### config.mk
export PLATFORM = sky130hd
export DESIGN_NAME = line_reset_monitor
export DESIGN_NICKNAME = d
export VERILOG_FILES = /design/src/rtl/lrm_pkg.sv /design/src/rtl/lrm_sync.sv /design/src/rtl/lrm_run_counter.sv /design/src/rtl/lrm_hold_timer.sv /design/src/rtl/line_reset_monitor.sv
export SDC_FILE = /design/constraint.sdc
export NUM_CORES = 1
export LEC_CHECK = 0
export BUFFER_PORTS_ARGS = -buffer_cell sky130_fd_sc_hd__buf_2
export CAP_MARGIN = 20
export CORE_AREA = 2 2 62 64
export CTS_BUF_LIST = sky130_fd_sc_hd__clkbuf_16
export DETAILED_ROUTE_END_ITERATION = 6
export DIE_AREA = 0 0 64 66
export PLACE_DENSITY = 0.71
export SKIP_CTS_REPAIR_TIMING = 1
export SLEW_MARGIN = 20
export SYNTH_ARGS = -nofsm -noshare
export SYNTH_HDL_FRONTEND = slang
export SYNTH_SLANG_ARGS = --single-unit
export TNS_END_PERCENT = 1
### constraint.sdc
create_clock -name clk_i -period 2.1 [get_ports clk_i]
set_input_delay 0.525 -clock clk_i [delete_from_list [all_inputs] [get_ports clk_i]]
set_output_delay 0.525 -clock clk_i [all_outputs]
set_load 0.01 [all_outputs]
### src/rtl/lrm_pkg.sv
`timescale 1ns/1ps
package lrm_pkg;

    typedef enum logic [1:0] {
        ST_IDLE = 2'd0,
        ST_HELD = 2'd1,
        ST_HOLD = 2'd2
    } lrm_state_e;

    typedef struct packed {
        lrm_state_e state;
        logic       trig_out;
    } lrm_ctrl_t;

endpackage

### src/rtl/lrm_sync.sv
`timescale 1ns/1ps
module lrm_sync #(
    parameter int STAGES = 2
) (
    input  logic clk_i,
    input  logic rst_ni,
    input  logic d_i,
    output logic q_o
);
    logic [STAGES-1:0] chain_d, chain_q;

    generate
        if (STAGES == 1) begin : g_single
            always_comb chain_d = d_i;
        end else begin : g_multi
            always_comb chain_d = {chain_q[STAGES-2:0], d_i};
        end
    endgenerate

    always_ff @(posedge clk_i or negedge rst_ni) begin
        if (!rst_ni) chain_q <= '0;
        else         chain_q <= chain_d;
    end

    assign q_o = chain_q[STAGES-1];
endmodule

### src/rtl/lrm_run_counter.sv
`timescale 1ns/1ps
module lrm_run_counter #(
    parameter int LIMIT = 100,
    localparam int CW = $clog2(LIMIT + 1)
) (
    input  logic          clk_i,
    input  logic          rst_ni,
    input  logic          clear_i,
    input  logic          level_i,
    output logic          hit_o,
    output logic [CW-1:0] count_o
);
    localparam logic [CW-1:0] LIM_V = CW'(LIMIT);

    logic [CW-1:0] count_d, count_q;

    // Counts consecutive high samples; saturates at the limit.
    always_comb begin
        count_d = count_q;
        if (clear_i || !level_i) begin
            count_d = '0;
        end else if (count_q != LIM_V) begin
            count_d = count_q + 1'b1;
        end
    end

    always_ff @(posedge clk_i or negedge rst_ni) begin
        if (!rst_ni) count_q <= '0;
        else         count_q <= count_d;
    end

    assign hit_o   = level_i && (count_q == LIM_V);
    assign count_o = count_q;
endmodule

### src/rtl/lrm_hold_timer.sv
`timescale 1ns/1ps
module lrm_hold_timer #(
    parameter int CYCLES = 5_000_000,
    localparam int TW = (CYCLES > 1) ? $clog2(CYCLES) : 1
) (
    input  logic          clk_i,
    input  logic          rst_ni,
    input  logic          start_i,
    input  logic          run_i,
    output logic          done_o,
    output logic [TW-1:0] count_o
);
    localparam logic [TW-1:0] LAST_V = TW'(CYCLES - 1);

    logic [TW-1:0] count_d, count_q;

    always_comb begin
        count_d = count_q;
        if (start_i) begin
            count_d = '0;
        end else if (run_i) begin
            count_d = (count_q == LAST_V) ? '0 : count_q + 1'b1;
        end
    end

    always_ff @(posedge clk_i or negedge rst_ni) begin
        if (!rst_ni) count_q <= '0;
        else         count_q <= count_d;
    end

    assign done_o  = run_i && (count_q == LAST_V);
    assign count_o = count_q;
endmodule

### src/rtl/line_reset_monitor.sv
`timescale 1ns/1ps
module line_reset_monitor
    import lrm_pkg::*;
#(
    parameter int HIGH_LIMIT  = 100,
    parameter int HOLD_CYCLES = 5_000_000,
    parameter int SYNC_STAGES = 2,
    localparam int RUN_W  = $clog2(HIGH_LIMIT + 1),
    localparam int HOLD_W = (HOLD_CYCLES > 1) ? $clog2(HOLD_CYCLES) : 1
) (
    input  logic clk_i,
    input  logic rst_ni,
    input  logic trig_i,
    output logic rst_o,
    output logic trig_o
);
    logic              trig_s;
    logic              run_hit;
    logic [RUN_W-1:0]  run_count;
    logic              hold_start, hold_run, hold_done;
    logic [HOLD_W-1:0] hold_count;
    lrm_ctrl_t         ctrl_d, ctrl_q;

    lrm_sync #(.STAGES(SYNC_STAGES)) u_sync (
        .clk_i  (clk_i),
        .rst_ni (rst_ni),
        .d_i    (trig_i),
        .q_o    (trig_s)
    );

    lrm_run_counter #(.LIMIT(HIGH_LIMIT)) u_run (
        .clk_i   (clk_i),
        .rst_ni  (rst_ni),
        .clear_i (ctrl_q.state != ST_IDLE),
        .level_i (trig_s),
        .hit_o   (run_hit),
        .count_o (run_count)
    );

    assign hold_start = (ctrl_q.state == ST_HELD);
    assign hold_run   = (ctrl_q.state == ST_HOLD) && !trig_s;

    lrm_hold_timer #(.CYCLES(HOLD_CYCLES)) u_hold (
        .clk_i   (clk_i),
        .rst_ni  (rst_ni),
        .start_i (hold_start),
        .run_i   (hold_run),
        .done_o  (hold_done),
        .count_o (hold_count)
    );

    always_comb begin
        ctrl_d = ctrl_q;
        unique case (ctrl_q.state)
            ST_IDLE: if (run_hit)   ctrl_d.state = ST_HELD;
            ST_HELD: if (!trig_s)   ctrl_d.state = ST_HOLD;
            ST_HOLD: begin
                if (trig_s)         ctrl_d.state = ST_HELD;
                else if (hold_done) ctrl_d.state = ST_IDLE;
            end
            default:                ctrl_d.state = ST_IDLE;
        endcase
        ctrl_d.trig_out = trig_s && (ctrl_d.state == ST_IDLE);
    end

    always_ff @(posedge clk_i or negedge rst_ni) begin
        if (!rst_ni) begin
            ctrl_q.state    <= ST_IDLE;
            ctrl_q.trig_out <= 1'b0;
        end else begin
            ctrl_q <= ctrl_d;
        end
    end

    assign rst_o  = (ctrl_q.state != ST_IDLE);
    assign trig_o = ctrl_q.trig_out;
endmodule

### Word-level counts from Yosys, hierarchy flattened

Index checks and enable logic that the tools add are counted.

* register bits: 35
* output and inout port bits: 2
* bits of input ports: 3

* muxes and demuxes: 10
* add/subtract/negate cells: 2
* eq/ne operators: 5
* reductions and logical operators: 11

Operators with widths (count)
* two-way mux 23 bit: 3
* adder 23 x 1 -> 23 bit (second input constant): 1
* == test 23 bit (second input constant): 1
* two-way mux 7 bit: 2
* two-way mux 2 bit: 4
* adder 7 x 1 -> 7 bit (second input constant): 1
* == test 7 bit (second input constant): 1
* != test 7 bit (second input constant): 1
* one-hot mux 2 bit (3 select lines): 1
* nonzero test 2 bit: 3
* logical AND 1 bit: 4
* logical NOT 2 bit: 2
* == test 2 x 1 -> 1 bit (second input constant): 1
* == test 2 bit (second input constant): 1
* logical NOT 1 bit: 1
* logical OR 1 bit: 1

### Longest topological paths before layout

* word-level depth: 8
* depth in mapped cells: 8
* mapped depth without buffers: 6

### Modules after synthesis

A second synthesis with hierarchy kept.

* cell total of the unflattened synthesis: 227
* area total of the unflattened synthesis: 2103.3 um2

By module, submodules not included
* lrm_hold_timer: times used 1, area an instance 1517.7 um2, cells an instance 170, sequential area each 575.6 um2
* lrm_run_counter: times used 1, area an instance 384.1 um2, cells an instance 41, sequential area each 175.2 um2
* line_reset_monitor: times used 1, area an instance 151.4 um2, cells an instance 14, sequential area each 75.1 um2
* lrm_sync: times used 1, area an instance 50.0 um2, cells an instance 2, sequential area each 50.0 um2

### Worst setup path before layout

OpenSTA, ideal clock, no wires.

* path type: reg-to-reg
* start point: reg u_hold.count_q[7] (netlist: u_hold.count_o[7])
* end point: reg u_hold.count_q[17] (netlist: u_hold.count_o[17])
* setup time: 0.121 ns
* cell stages (with the launch flop): 6
* required time: 1.979 ns
* period minus slack after synthesis: 1.950 ns
* buffers on the path: 0
* path slack: 0.150 ns
* data arrival time: 1.829 ns
* cell sequence: dfrtp_1 or4_4 nor4_4 a21o_2 o21ai_0 a22o_1

* cells in the longest elaborated chain, start to end: 4

RTL lines
* from (decl): RTL line lrm_hold_timer.sv:15 `logic [TW-1:0] count_d, count_q;`
* from (signal assigned): RTL line lrm_hold_timer.sv:28 `else count_q <= count_d;`
* adder 23 x 1 -> 23 bit / == test 23 bit (equally long branches): RTL line lrm_hold_timer.sv:22 `count_d = (count_q == LAST_V) ? '0 : count_q + 1'b1;`
* two-way mux 23 bit (*): RTL line lrm_hold_timer.sv:22
* two-way mux 23 bit (*): RTL line lrm_hold_timer.sv:21 `end else if (run_i) begin`
* two-way mux 23 bit (*): RTL line lrm_hold_timer.sv:19 `if (start_i) begin`

Mark *: on every way between the ends. The rest lies on a longest branch, timed or not. The select of a mux whose other input is x is not followed.
A chain may end at the register's enable or synchronous reset.

### Worst setup path in the final report

* start point: reg u_hold.count_q[10] (netlist: u_hold.count_o[10])
* end point: reg u_hold.count_q[16] (netlist: u_hold.count_o[16])

Same word-level chain as after synthesis.

==> results.sh <==
export IMPL_synthMuxAreaShare_pct=2.16
export IMPL_cts_buffers=5
export IMPL_worst_path_max_delay_cell="or4bb_4"
export IMPL_drive_gt1_share_pct=21.3
export IMPL_fin_util_pct=64.3
export IMPL_clock_skew_ns=0.00676
export IMPL_path_cells="or4bb_4 -> nor4_4 -> a21oi_4 -> buf_4 -> buf_4 -> a21oi_1 -> a21oi_1"
export IMPL_tns_ns=0
export IMPL_track_usage_pct=23.6
export IMPL_syn_inst=192
export IMPL_crit_path_start_kind="flip-flop"
export IMPL_vias=1611
export IMPL_placed_area_mm2=0.00204
export IMPL_avgSynthCellArea_um2=9.65
export IMPL_power_leakage_nw=1.04
export IMPL_insertion_delay_ns=0.28
export IMPL_rows=22
export IMPL_fp_dieH_um=66
export IMPL_postLayoutSetupSlackWorst_ns=0.0271
export IMPL_clkTransAtPathRegs_ns=0.05
export IMPL_cap_violations=0
export IMPL_detail_route_antenna_nets=0
export IMPL_synth_edf_count=0
export IMPL_core_area_mm2=0.00355
export IMPL_cts_tree="yes"
export IMPL_max_freq_mhz=482
export IMPL_viasPerCell=5.90
export IMPL_grt_pass1_vias=1565
export IMPL_crit_end="u_hold.count_o[16]"
export IMPL_yosysMostFrequentCell="dfrtp_1"
export IMPL_reg2reg_depth=7
export IMPL_ys_top_cells_by_count="35 x dfrtp_1, 18 x nor2_1, 15 x nand2_1"
export IMPL_grt_antenna_before_repair=0
export IMPL_grt_pass1_wl_mm=7.47
export IMPL_gp_congestion=0.928
export IMPL_worst_hold_path_type="input port to async pin"
export IMPL_finalHoldViolCount=0
export IMPL_synthAdderAreaFrac_pct=2.03
export IMPL_cp_top_family="simple AND/OR/NAND/NOR gates"
export IMPL_synth_area_leaders="dfrtp_1 47%, nor2_1 3.6%, a21oi_1 3.2%"
export IMPL_htree_levels=2
export IMPL_grt_overflow_total=0
export IMPL_vdd_drop_max_v=0.000503
export IMPL_synth_cell_types=44
export IMPL_place_inst=256
export IMPL_grt_max_degree=36
export IMPL_r2r_end="u_hold.count_o[16]"
export IMPL_drt_pre_antenna_iters=4
export IMPL_worstSetupStartpoint="u_hold.count_o[10]"
export IMPL_worstPathMaxFanout=4
export IMPL_clock_path_buffers=2
export IMPL_synth_nets=198
export IMPL_postSynth_asyncResetShare_pct=100
export IMPL_period_share_pct=98.7
export IMPL_setup_viol=0
export IMPL_synthSimpleGateAreaFrac_pct=27.6
export IMPL_required_ns=2.27
export IMPL_wl_mm=4.54
export IMPL_path_class="flip-flop to flip-flop"
export IMPL_r2r_slack_ns=0.03
export IMPL_status="complete, no violations"
export IMPL_pre_cts_ws_ns=-0.0173
export IMPL_antenna_cells=0
export IMPL_synth_top_family_by_area="simple AND/OR/NAND/NOR gates"
export IMPL_cts_sinks=35
export IMPL_die_area_mm2=0.00422
export IMPL_syn2layout_area_growth_pct=23.3
export IMPL_syn_area_mm2=0.00185
export IMPL_synth_compound_area_share_pct=13.2
export IMPL_ios=5
export IMPL_crit_path_end_kind="flip-flop"
export IMPL_tightest_slew_ns=0.777
export IMPL_dp_hpwl_mm=2.89
export IMPL_yosysTopAreaCell="dfrtp_1"
export IMPL_crit_buf_inv=2
export IMPL_slew_headroom_pct=48.2
export IMPL_yosysWarnings=0
export IMPL_route_detailed_wl_per_inst_um=16.6
export IMPL_crit_cells=7
export IMPL_first_iter_violations=139
export IMPL_drc=0
export IMPL_fin_area_mm2=0.00228
export IMPL_power_density_mw_per_mm2=674
export IMPL_final_cells=273
export IMPL_period_minus_slack_ns=2.07
export IMPL_synth_top_area_share_pct=47.3
export IMPL_die_w_um=64
export IMPL_synthFlopType="dfrtp_1"
export IMPL_initial_core_util_pct=52.2
export IMPL_r2r_start="u_hold.count_o[10]"
export IMPL_portBuffers=4
export IMPL_synthXorXnorAreaFrac_pct=4.73
export IMPL_ys_ff_latch=35
export IMPL_slew_viol_final=0
export IMPL_root_buffer="clkbuf_16"
export IMPL_worstPathArrival_ns=2.24
export IMPL_synth_seq_area_share_pct=47.3
export IMPL_nets=231
export IMPL_max_stage_delay_ns=0.56
==> stage by stage <==
| step | power (mW) | hold WS [ns] |
|---|---|---|
| 2_1_floorplan | 0.714 | 0.229 |
| 3_3_place_gp | 0.733 | 0.349 |
| 3_5_place_dp | 0.736 | 0.343 |
| 4_1_cts | 1.55 | 0.346 |
| 5_1_grt | 1.58 | 0.351 |
| 6_report | 1.54 | 0.320 |
==> placed cells by master (no fill, tap or decap), drive strengths merged, types with 5 or more instances in the layout <==
cell type,synthesis,layout
dfrtp,35,35
buf,3,32
nor2,18,18
nand2,15,15
a21oi,13,13
nand4,9,9
nand3,9,9
o21ai,8,8
inv,6,7
nor3,7,7
and3,6,6
a31oi,6,6
xnor2,5,5
xor2,5,5
clkbuf,3,5
==> flip-flops by register name, indices dropped and copies added, names as in the netlist <==
register	flops
u_sync.chain_q	2
u_hold.count_o	23
trig_o	1
ctrl_q	2
u_run.count_o	7
==> metal layers <==
layer,GRT usage [%],vias to the layer above,part of all wire (%)
li1,-,765,-
met1,29.0,787,42
met2,39.1,50,50
met3,6.64,9,6.2
met4,9.51,0,1.7
met5,0,-,0
==> where the power goes <==
group / switching, mW / internal [mW]
logic: 0.0250 / 0.0106
clock network: 0.268 / 0.548
registers: 0.00549 / 0.683
==> area by class of cell <==
class | instances | area, um2
inverter | 6 | 22.5
timing repair buffer | 32 | 230
tap | 48 | 60.1
clock inverter | 2 | 33.8
multi-input combinational | 145 | 937
clock buffer | 5 | 125
sequential | 35 | 876
fill | 279 | 1270
==> logic make-up after synthesis <==
family | count (synthesis)
buffers and inverters | 12
multiplexers | 4
flip-flops | 35
XOR/XNOR | 10
AND/OR/NAND/NOR | 90
adder cells (fa/ha/maj) | 3
AO/OA/AOI/OAI | 38
==> worst min-delay path by stage <==
stage                      start           endpoint  slack, ns  depth (start not counted)
2_1_floorplan             rst_ni          ctrl_q[1]       0.23                          0
3_3_place_gp   u_sync.chain_q[0]  u_sync.chain_q[1]       0.35                          0
3_5_place_dp   u_sync.chain_q[0]  u_sync.chain_q[1]       0.34                          0
4_1_cts                   rst_ni  u_hold.count_o[3]       0.35                          1
5_1_grt                   trig_i  u_sync.chain_q[0]       0.35                          1
6_report                  rst_ni  u_hold.count_o[5]       0.32                          1
No activity file was read; power rests on OpenSTA's default activity.
